## src/rtl/fir_pkg.sv

```systemverilog
package fir_pkg;
  function automatic int guard_bits(input int taps);
    return (taps > 1) ? $clog2(taps) : 1;
  endfunction
endpackage

```

## src/rtl/fir_mult.sv

```systemverilog
module fir_mult #(
  parameter int DATA_W = 8,
  parameter int COEF_W = 8,
  localparam int PROD_W = DATA_W + COEF_W
) (
  input  logic signed [DATA_W-1:0] a_i,
  input  logic signed [COEF_W-1:0] b_i,
  output logic signed [PROD_W-1:0] p_o
);
  logic signed [PROD_W-1:0] a_ext, b_ext;
  assign a_ext = PROD_W'(a_i);
  assign b_ext = PROD_W'(b_i);
  assign p_o   = a_ext * b_ext;
endmodule

```

## src/rtl/fir_stage.sv

```systemverilog
module fir_stage #(
  parameter int DATA_W = 8,
  parameter int COEF_W = 8,
  parameter int ACC_W  = 18
) (
  input  logic                     clk_i,
  input  logic                     rst_ni,
  input  logic                     en_i,
  input  logic signed [DATA_W-1:0] x_i,
  input  logic signed [COEF_W-1:0] coef_i,
  input  logic signed [ACC_W-1:0]  sum_i,
  output logic signed [ACC_W-1:0]  sum_o
);
  localparam int PROD_W = DATA_W + COEF_W;

  logic signed [PROD_W-1:0] prod;
  logic signed [ACC_W-1:0]  prod_ext, sum_d;
  logic signed [ACC_W:0]    sum_wide;

  fir_mult #(.DATA_W(DATA_W), .COEF_W(COEF_W)) u_mult (
    .a_i(x_i), .b_i(coef_i), .p_o(prod)
  );

  assign prod_ext = ACC_W'(prod);
  assign sum_d    = prod_ext + sum_i;
  // one extra bit so a wrap of sum_d is visible to the checker
  assign sum_wide = (ACC_W+1)'(prod_ext) + (ACC_W+1)'(sum_i);

  always_ff @(posedge clk_i or negedge rst_ni) begin
    if (!rst_ni)   sum_o <= '0;
    else if (en_i) sum_o <= sum_d;
  end

  assert_no_overflow_R3: assert property (@(posedge clk_i) disable iff (!rst_ni)
    en_i |-> (sum_wide[ACC_W] == sum_wide[ACC_W-1]));

  assert_hold_idle_R5: assert property (@(posedge clk_i) disable iff (!rst_ni)
    !en_i |=> $stable(sum_o));
endmodule

```

## src/rtl/fir_xpose.sv

```systemverilog
module fir_xpose #(
  parameter int DATA_W = 8,
  parameter int COEF_W = 8,
  parameter int TAPS   = 4,
  localparam int ACC_W = DATA_W + COEF_W + fir_pkg::guard_bits(TAPS)
) (
  input  logic                          clk_i,
  input  logic                          rst_ni,
  input  logic [TAPS*COEF_W-1:0]        coef_i,
  input  logic                          valid_i,
  input  logic signed [DATA_W-1:0]      x_i,
  output logic                          valid_o,
  output logic signed [ACC_W-1:0]       y_o
);
  // chain[k] is the register of stage k; chain[TAPS] is the zero feeding the far end
  logic signed [ACC_W-1:0] chain [TAPS+1];
  assign chain[TAPS] = '0;

  for (genvar k = 0; k < TAPS; k++) begin : g_tap
    logic signed [COEF_W-1:0] coef_k;
    assign coef_k = coef_i[k*COEF_W +: COEF_W];

    fir_stage #(.DATA_W(DATA_W), .COEF_W(COEF_W), .ACC_W(ACC_W)) u_stage (
      .clk_i (clk_i),
      .rst_ni(rst_ni),
      .en_i  (valid_i),
      .x_i   (x_i),
      .coef_i(coef_k),
      .sum_i (chain[k+1]),
      .sum_o (chain[k])
    );
  end

  assign y_o = chain[0];

  always_ff @(posedge clk_i or negedge rst_ni) begin
    if (!rst_ni) valid_o <= 1'b0;
    else         valid_o <= valid_i;
  end

  assert_valid_follow_R2: assert property (@(posedge clk_i) disable iff (!rst_ni)
    valid_i |=> valid_o);

  assert_valid_drop_R2: assert property (@(posedge clk_i) disable iff (!rst_ni)
    !valid_i |=> !valid_o);

  assert_out_hold_R5: assert property (@(posedge clk_i) disable iff (!rst_ni)
    !valid_i |=> $stable(y_o));
endmodule

```

## config.mk

```make
export PLATFORM = sky130hd
export DESIGN_NAME = fir_xpose
export DESIGN_NICKNAME = d
export VERILOG_FILES = /design/src/rtl/fir_pkg.sv /design/src/rtl/fir_mult.sv /design/src/rtl/fir_stage.sv /design/src/rtl/fir_xpose.sv
export SDC_FILE = /design/constraint.sdc
export NUM_CORES = 1
export LEC_CHECK = 0
export BUFFER_PORTS_ARGS = -buffer_cell sky130_fd_sc_hd__buf_2
export CORE_MARGIN = 1
export CORE_UTILIZATION = 60
export DETAILED_ROUTE_END_ITERATION = 16
export PLACE_DENSITY = 0.78
export SETUP_SLACK_MARGIN = 0.1
export SKIP_CTS_REPAIR_TIMING = 1
export SYNTH_ARGS = -nofsm -noshare
export SYNTH_HDL_FRONTEND = slang
export SYNTH_SLANG_ARGS = --single-unit
```

## constraint.sdc

```tcl
create_clock -name clk_i -period 13.8 [get_ports clk_i]
set_input_delay 0.69 -clock clk_i [delete_from_list [all_inputs] [get_ports clk_i]]
set_output_delay 0.69 -clock clk_i [all_outputs]
set_load 0.005 [all_outputs]
```

==> impl_results.rst, run 1 <==
.. list-table::
   :header-rows: 1

   * - Metric
     - Value
   * - Detailed-placement wirelength estimate
     - between 20 and 25 mm
   * - Area growth from synthesis to final layout
     - 4.764%
   * - Share of the yosys chip area belonging to registers
     - a little under an eighth
   * - Max-Cap Viols
     - 0
   * - H-tree lvl count
     - 3
   * - N_diodes
     - 0
   * - Root Driver
     - sky130_fd_sc_hd__clkbuf_16
   * - Measured slew at the worst slew-check pin
     - around 990 ps
   * - TritonCTS clock tree
     - built
   * - Count of mapped cells out of synthesis
     - around 1500
   * - Total nets after synthesis
     - a little under 2000
   * - Floorplan die area
     - 25190 sq um
   * - Final Cycle Share
     - between 40% and 50%
   * - Clk buf depth
     - 2
   * - Core outline area
     - roughly 24000 sq um
   * - Clock latency reported for the late side of the worst-skew pair
     - about 350 ps
   * - Number of nets with antenna violations after detailed routing
     - 0
   * - Setup repair after global routing missed its margin
     - false
   * - Worst Setup Start Kind
     - input pin
   * - GRT Total Usage
     - 25.14%
   * - IO Port Bufs
     - just over 60
   * - Via count of the first global-routing pass
     - between 10000 and 15000
   * - Initial detailed-routing violation count
     - around 650
   * - Global-route congestion overflow total
     - 0
   * - Largest fanout of any net on the critical path
     - 32
   * - Final routed DRC violation total
     - 0
   * - Synthesis warning total
     - 0
   * - Critical Path AT
     - 6010 ps
   * - Clock slew at the register clock pins of the worst setup and hold paths
     - roughly 60 ps
   * - Std-Cell Rows
     - 56
   * - Setup violations, final
     - 0
   * - Total detailed-routing wirelength
     - approximately 29 mm
   * - Worst Clk Skew
     - roughly 11 ps
   * - Filler cells
     - roughly 1900
   * - Post-synthesis async set-or-reset flop share
     - 100.0%
   * - Number of synthesized flops with an enable pin
     - 0
   * - Effective utilization at floorplan
     - 62.03%
   * - Maximum number of pins on one net before global-route repair
     - 75
   * - Sinks on Clock Net
     - 70
   * - FMAX
     - 171.8 MHz
   * - Routability cong.
     - 0.7910
   * - Number of antenna violations at the first check in global routing
     - 0
   * - Min Clock Period, post-route
     - between 5000 and 6000 ps
   * - Endpoint required time on the critical path
     - 13990 ps
   * - Type of the tightest min-delay check
     - in2async
   * - Vertical die dimension
     - between 150 and 200 microns
   * - Dominant synthesized flop cell
     - sky130_fd_sc_hd__dfrtp_1
   * - Crit. End Element
     - register
   * - Net total in the final layout
     - approximately 2000
   * - Post-Syn Area
     - ~15000 sq um
   * - Post-synthesis register bit count
     - 70
   * - Count of boundary I/O pins
     - 62
   * - Layout Cells excl Fill
     - between 1500 and 2000
   * - Outcome
     - finished, final reports clean
   * - Number of iterations in the first detailed-routing pass
     - 5
   * - Via count
     - about 10000
   * - Sum of negative setup slack
     - 0 ps
   * - Worst rel slew slack
     - 34.24%
   * - Synth cell types
     - 56
   * - Hold Vio Cnt, Final
     - 0
   * - Path type of the worst setup path
     - in2reg
   * - Fraction of final layout cells sized beyond drive strength 1
     - roughly 7.7%
   * - Final count of pins violating max slew
     - 0
   * - Wire length of the first global-routing pass
     - roughly 51 mm
   * - Cell total after placement
     - roughly 1800
   * - Num CTS Buffers
     - 9
   * - Reg-to-reg setup timing slack
     - approximately 9100 ps
   * - Average footprint of a synthesized cell
     - 9.796 sq um
   * - DR vias/cell
     - 5.447
   * - Post-DR wirelength/cell
     - about 16 microns
   * - X dimension of the die
     - around 160 microns
-- cell usage after synthesis (4+ instances only) --
master                      instances  area (sq um)
sky130_fd_sc_hd__inv_1            332          1246
sky130_fd_sc_hd__fa_1             291          5826
sky130_fd_sc_hd__ha_1             152          1902
sky130_fd_sc_hd__and2_1           135         844.6
sky130_fd_sc_hd__nand2_1          120         450.4
sky130_fd_sc_hd__dfrtp_1           70          1752
sky130_fd_sc_hd__nor2_1            58         217.7
sky130_fd_sc_hd__xnor2_1           49         429.2
sky130_fd_sc_hd__a21oi_1           36         180.2
sky130_fd_sc_hd__clkbuf_1          35         131.4
sky130_fd_sc_hd__o21ai_0           35         175.2
sky130_fd_sc_hd__mux2_2            28         315.3
sky130_fd_sc_hd__buf_4             20         150.1
sky130_fd_sc_hd__xor2_1            14         122.6
sky130_fd_sc_hd__a21o_1            13         97.59
sky130_fd_sc_hd__o21a_1            11         82.58
sky130_fd_sc_hd__nor3_1             8         40.04
sky130_fd_sc_hd__o21ai_1            8         40.04
sky130_fd_sc_hd__nand2b_1           7         43.79
sky130_fd_sc_hd__o21bai_1           7         52.55
sky130_fd_sc_hd__a211oi_1           6         45.04
sky130_fd_sc_hd__nand3_1            6         30.03
sky130_fd_sc_hd__a41oi_1            4         35.03
sky130_fd_sc_hd__o2bb2ai_1          4         35.03
-- cell type report --
cell class / instances / area [sq um] / share of cell area [%]
multi-input cells: 1041 / 11420 / 74.01
clock buffers: 10 / 239.0 / 1.548
repair buffers: 62 / 317.8 / 2.059
flip-flops and latches: 70 / 1752 / 11.35
clock inverters: 6 / 46.29 / 0.2999
well taps: 319 / 399.1 / 2.586
inverters: 335 / 1257 / 8.147
-- worst max-delay path: stages --
cell and delay [ps]:
sky130_fd_sc_hd__buf_2 540, sky130_fd_sc_hd__and2_1 610, sky130_fd_sc_hd__inv_1 120, sky130_fd_sc_hd__fa_1 500, sky130_fd_sc_hd__inv_1 50, sky130_fd_sc_hd__fa_1 480, sky130_fd_sc_hd__fa_1 560, sky130_fd_sc_hd__fa_1 430
sky130_fd_sc_hd__fa_1 450, sky130_fd_sc_hd__ha_1 330, sky130_fd_sc_hd__o21ai_0 360, sky130_fd_sc_hd__o21ai_2 120, sky130_fd_sc_hd__a311o_1 370, sky130_fd_sc_hd__o21ai_1 110, sky130_fd_sc_hd__xor2_1 180, sky130_fd_sc_hd__a21oi_1 90
-- metal layers --
metal	up-vias	routed length, microns	GRT usage (%)
li1	4609	-	-
met1	5127	13390	37.39
met2	270	13340	39.39
met3	33	1467	3.370
met4	0	396	5.296
met5	-	0	0
-- layout by cell type (no fill, tap or decap), drive strengths merged, types with 5 or more instances in the layout --
cell,n
nand2b,7
o21a,11
xor2,14
mux2,28
dfrtp,70
ha,152
nor3,8
inv,333
o21bai,7
xnor2,49
a21oi,38
buf,62
fa,291
nor2,58
a211oi,9
nand2,120
a21o,13
a41oi,5
nand3,6
clkinv,6
clkbuf,10
and2,135
o21ai,46
-- through the flow --
step	cell area (sq um)	hold slack (ps)	utilization (%)	worst slack (ps)
global placement	15150	477.2	63.78	7783
CTS	15430	492.9	64.98	8021
detailed placement	15150	477.6	63.78	7658
floorplan	14730	394.4	-	8426
finish	15430	481.5	64.98	7980
global route	15430	509.2	64.98	7623
-- logic make-up (layout without fill, tap and decap cells) --
| kind of cell | Yosys count | count (layout) | share of synthesized area, % |
|---|---|---|---|
| AO/OA/AOI/OAI | 161 | 161 | 7.465 |
| XOR/XNOR | 63 | 63 | 3.745 |
| adder cells (fa/ha/maj) | 443 | 443 | 52.45 |
| buffers and inverters | 393 | 413 | 10.57 |
| flip-flops | 70 | 70 | 11.89 |
| multiplexers | 30 | 30 | 2.276 |
| AND/OR/NAND/NOR | 344 | 344 | 11.60 |
-- state kept, by name, summed over array words and instances (netlist names) --
| name | flops |
|---|---|
| g_tap.u_stage.sum_o | 69 |
| valid_o | 1 |
-- path summary, 6_finish.rpt --
kind / from / end / cells past startpoint
min in group clk_i: g_tap[0].u_stage.sum_o[7]$_DFFE_PN0P_ / g_tap[0].u_stage.sum_o[7]$_DFFE_PN0P_ / 1
worst max register to register: g_tap[3].u_stage.sum_o[6]$_DFFE_PN0P_ / g_tap[2].u_stage.sum_o[14]$_DFFE_PN0P_ / 16
worst min-delay path: rst_ni / g_tap[0].u_stage.sum_o[17]$_DFFE_PN0P_ / 1
max in group asynchronous: rst_ni / g_tap[3].u_stage.sum_o[9]$_DFFE_PN0P_ / 1
worst max-delay path: x_i[7] / g_tap[2].u_stage.sum_o[14]$_DFFE_PN0P_ / 16
worst min register to register: g_tap[0].u_stage.sum_o[7]$_DFFE_PN0P_ / g_tap[0].u_stage.sum_o[7]$_DFFE_PN0P_ / 1
Power of run 1 is left out: the tool's default activity adds up to more than one toggle a clock period on the data nets, which glitch-free logic cannot reach.
==> inputs of run 2 (changes only) <==
Clock period 13.8 ns to 5.8 ns, I/O delays scaled along.
==> run 2 against run 1 <==
  * Die area unchanged
  * Critical endpoint is now g_tap[1].u_stage.sum_o[17]$_DFFE_PN0P_
  * Core utilization is 0.40 points higher
  * Sequential share of layout area is 0.069 points lower
  * Worst setup slack worse by 7400 ps
  * Cell area is 0.62% higher
==> impl_results.rst, run 2 (synthesized netlist as in run 1, its figures left out) <==
.. list-table::
   :header-rows: 1

   * - Metric
     - Value
   * - Worst Setup Start Kind
     - input pin
   * - Min Clock Period, post-route
     - approximately 5200 ps
   * - Measured slew at the worst slew-check pin
     - 1017 ps (+30.67 ps)
   * - Worst rel slew slack
     - 32.19% (-2.0 points)
   * - Final Cycle Share
     - about 89%
   * - Area growth from synthesis to final layout
     - 5.410%
   * - Finished layout cell area
     - 15530 sq um (+0.62%)
   * - Area of placed instances
     - 15220 sq um (+0.45%)
   * - Maximum number of pins on one net before global-route repair
     - 72 (-4.0%)
   * - Most common cell after layout, fill and taps aside
     - sky130_fd_sc_hd__inv_1
   * - Initial detailed-routing violation count
     - 671 (+3.4%)
   * - Global-route congestion overflow total
     - 0 (unchanged)
   * - Floorplan die area
     - 25190 sq um (unchanged)
   * - Total detailed-routing wirelength
     - 29.36 mm (+2.7%)
   * - Sum of negative setup slack
     - 0 ps (unchanged)
   * - Biggest register
     - g_tap.u_stage.sum_o
   * - Via count of the first global-routing pass
     - 10920 (+2.0%)
   * - RR Startpoint
     - g_tap[3].u_stage.sum_o[6]$_DFFE_PN0P_
   * - Net total in the final layout
     - 2014 (+0.45%)
   * - Via count
     - 10110 (+0.70%)
   * - N_diodes
     - 0 (unchanged)
   * - Number of antenna violations at the first check in global routing
     - 0 (unchanged)
   * - Num CTS Buffers
     - 9 (unchanged)
   * - X dimension of the die
     - 158.7 microns (unchanged)
   * - Hold Vio Cnt, Final
     - 0 (unchanged)
   * - Vertical die dimension
     - 158.7 microns (unchanged)
   * - Core outline area
     - 23750 sq um (unchanged)
   * - Count of boundary I/O pins
     - 62 (unchanged)
   * - H-tree lvl count
     - 3 (unchanged)
   * - Wire length of the first global-routing pass
     - 52.45 mm (+2.2%)
   * - Number of nets with antenna violations after detailed routing
     - 0 (unchanged)
   * - DR vias/cell
     - 5.461 (+0.26%)
   * - Highest-count cells in the layout ignoring fill and taps
     - sky130_fd_sc_hd__inv_1, sky130_fd_sc_hd__fa_1, sky130_fd_sc_hd__ha_1, sky130_fd_sc_hd__and2_1, sky130_fd_sc_hd__nand2_1
   * - Critical Path AT
     - 5370 ps (-640 ps)
   * - Effective utilization at floorplan
     - 62.03% (unchanged)
   * - Post-DR wirelength/cell
     - 15.86 microns (+2.2%)
   * - Max-Cap Viols
     - 0 (unchanged)
   * - Worst Clk Skew
     - 8.422 ps (-2.976 ps)
   * - Outcome
     - finished, final reports clean
   * - Crit. End Element
     - register
   * - FMAX
     - 193.0 MHz
   * - Root Driver
     - sky130_fd_sc_hd__clkbuf_16
   * - Final count of pins violating max slew
     - 0 (unchanged)
   * - Timing endpoint of the critical path
     - g_tap[1].u_stage.sum_o[17]$_DFFE_PN0P_
   * - Clock slew at the register clock pins of the worst setup and hold paths
     - 60 ps (about the same)
   * - IO Port Bufs
     - 61 (unchanged)
   * - Endpoint required time on the critical path
     - 5990 ps (-8000 ps)
   * - Fraction of final layout cells sized beyond drive strength 1
     - 8.225% (+0.48 points)
   * - Number of flip-flops in the largest register
     - 69 (unchanged)
   * - Clk buf depth
     - 2 (unchanged)
   * - Launching element of the worst setup path
     - x_i[7]
   * - R2R Path End
     - g_tap[2].u_stage.sum_o[16]$_DFFE_PN0P_
   * - Path type of the worst setup path
     - in2reg
   * - Clock latency reported for the late side of the worst-skew pair
     - 350 ps (about the same)
   * - TritonCTS clock tree
     - built
   * - Detailed-placement wirelength estimate
     - 22.90 mm (+2.3%)
   * - GRT Total Usage
     - 25.81% (+0.67 points)
   * - Largest fanout of any net on the critical path
     - 32 (unchanged)
   * - Setup repair after global routing missed its margin
     - false
   * - Std-Cell Rows
     - 56 (unchanged)
   * - Number of iterations in the first detailed-routing pass
     - 5 (unchanged)
   * - Top flop regs
     - g_tap.u_stage.sum_o x69, valid_o x1
   * - Final routed DRC violation total
     - 0 (unchanged)
   * - Routability cong.
     - 0.8208 (+3.8%)
   * - Setup violations, final
     - 0 (unchanged)
   * - Reg-to-reg setup timing slack
     - 980 ps (-8160 ps)
   * - Filler cells
     - 1864 (-0.16%)
   * - Sinks on Clock Net
     - 70 (unchanged)
   * - Type of the tightest min-delay check
     - in2async
   * - Worst Reg2Reg Path Length in Cells
     - 15 (-1)
## run 2: worst min path at each step
| stage | cells past startpoint | slack (ps) | to | start |
|---|---|---|---|---|
| floorplan | 0 | -6 | g_tap[0].u_stage.sum_o[0]$_DFFE_PN0P_ | rst_ni |
| global placement | 1 | 480 | g_tap[0].u_stage.sum_o[7]$_DFFE_PN0P_ | g_tap[0].u_stage.sum_o[7]$_DFFE_PN0P_ |
| detailed placement | 1 | 480 | g_tap[0].u_stage.sum_o[7]$_DFFE_PN0P_ | g_tap[0].u_stage.sum_o[7]$_DFFE_PN0P_ |
| CTS | 1 | 150 | g_tap[0].u_stage.sum_o[6]$_DFFE_PN0P_ | rst_ni |
| global route | 1 | 210 | g_tap[0].u_stage.sum_o[6]$_DFFE_PN0P_ | rst_ni |
| finish | 1 | 120 | g_tap[0].u_stage.sum_o[17]$_DFFE_PN0P_ | rst_ni |
## run 2: layout make-up
cell class                      instances  area [sq um]  area share, %
Multi-Input combinational cell       1041         11420          73.56
Sequential cell                        70          1752          11.28
Clock inverter                          6         87.58         0.5640
Tap cell                              319         399.1          2.570
Timing Repair Buffer                   71         385.4          2.481
Clock buffer                            9         225.2          1.450
Inverter                              335          1257          8.097
## run 2: worst max-delay path, stage by stage
cell	delay, ps
sky130_fd_sc_hd__buf_2	540
sky130_fd_sc_hd__and2_1	310
sky130_fd_sc_hd__buf_4	220
sky130_fd_sc_hd__fa_1	450
sky130_fd_sc_hd__fa_1	510
sky130_fd_sc_hd__fa_1	560
sky130_fd_sc_hd__fa_1	430
sky130_fd_sc_hd__ha_1	290
sky130_fd_sc_hd__ha_1	330
sky130_fd_sc_hd__a211oi_1	370
sky130_fd_sc_hd__o211ai_1	280
sky130_fd_sc_hd__a41oi_2	360
sky130_fd_sc_hd__a22oi_1	150
sky130_fd_sc_hd__xnor2_1	180
sky130_fd_sc_hd__a21oi_1	80
## run 2: stage by stage
stage | std cells | hold WS (ps) | utilization [%] | setup slack (ps)
final | 1851 | 120.5 | 65.38 | 619.9
after global routing | 1851 | 205.7 | 65.38 | 402.2
after CTS | 1851 | 154.1 | 65.38 | 684.0
after detailed placement | 1836 | 476.3 | 64.06 | 340.8
after global placement | 1836 | 478.4 | 64.06 | 507.1
after floorplan | 1504 | -5.591 | - | 826.5
## run 2: per-layer routing
| layer | track usage (%) | part of all wire, % |
|---|---|---|
| met1 | 37.16 | 45 |
| met2 | 41.25 | 47 |
| met3 | 4.180 | 5.9 |
| met4 | 5.472 | 1.6 |
| met5 | 0 | 0 |
Power of run 2 is left out for the same reason.
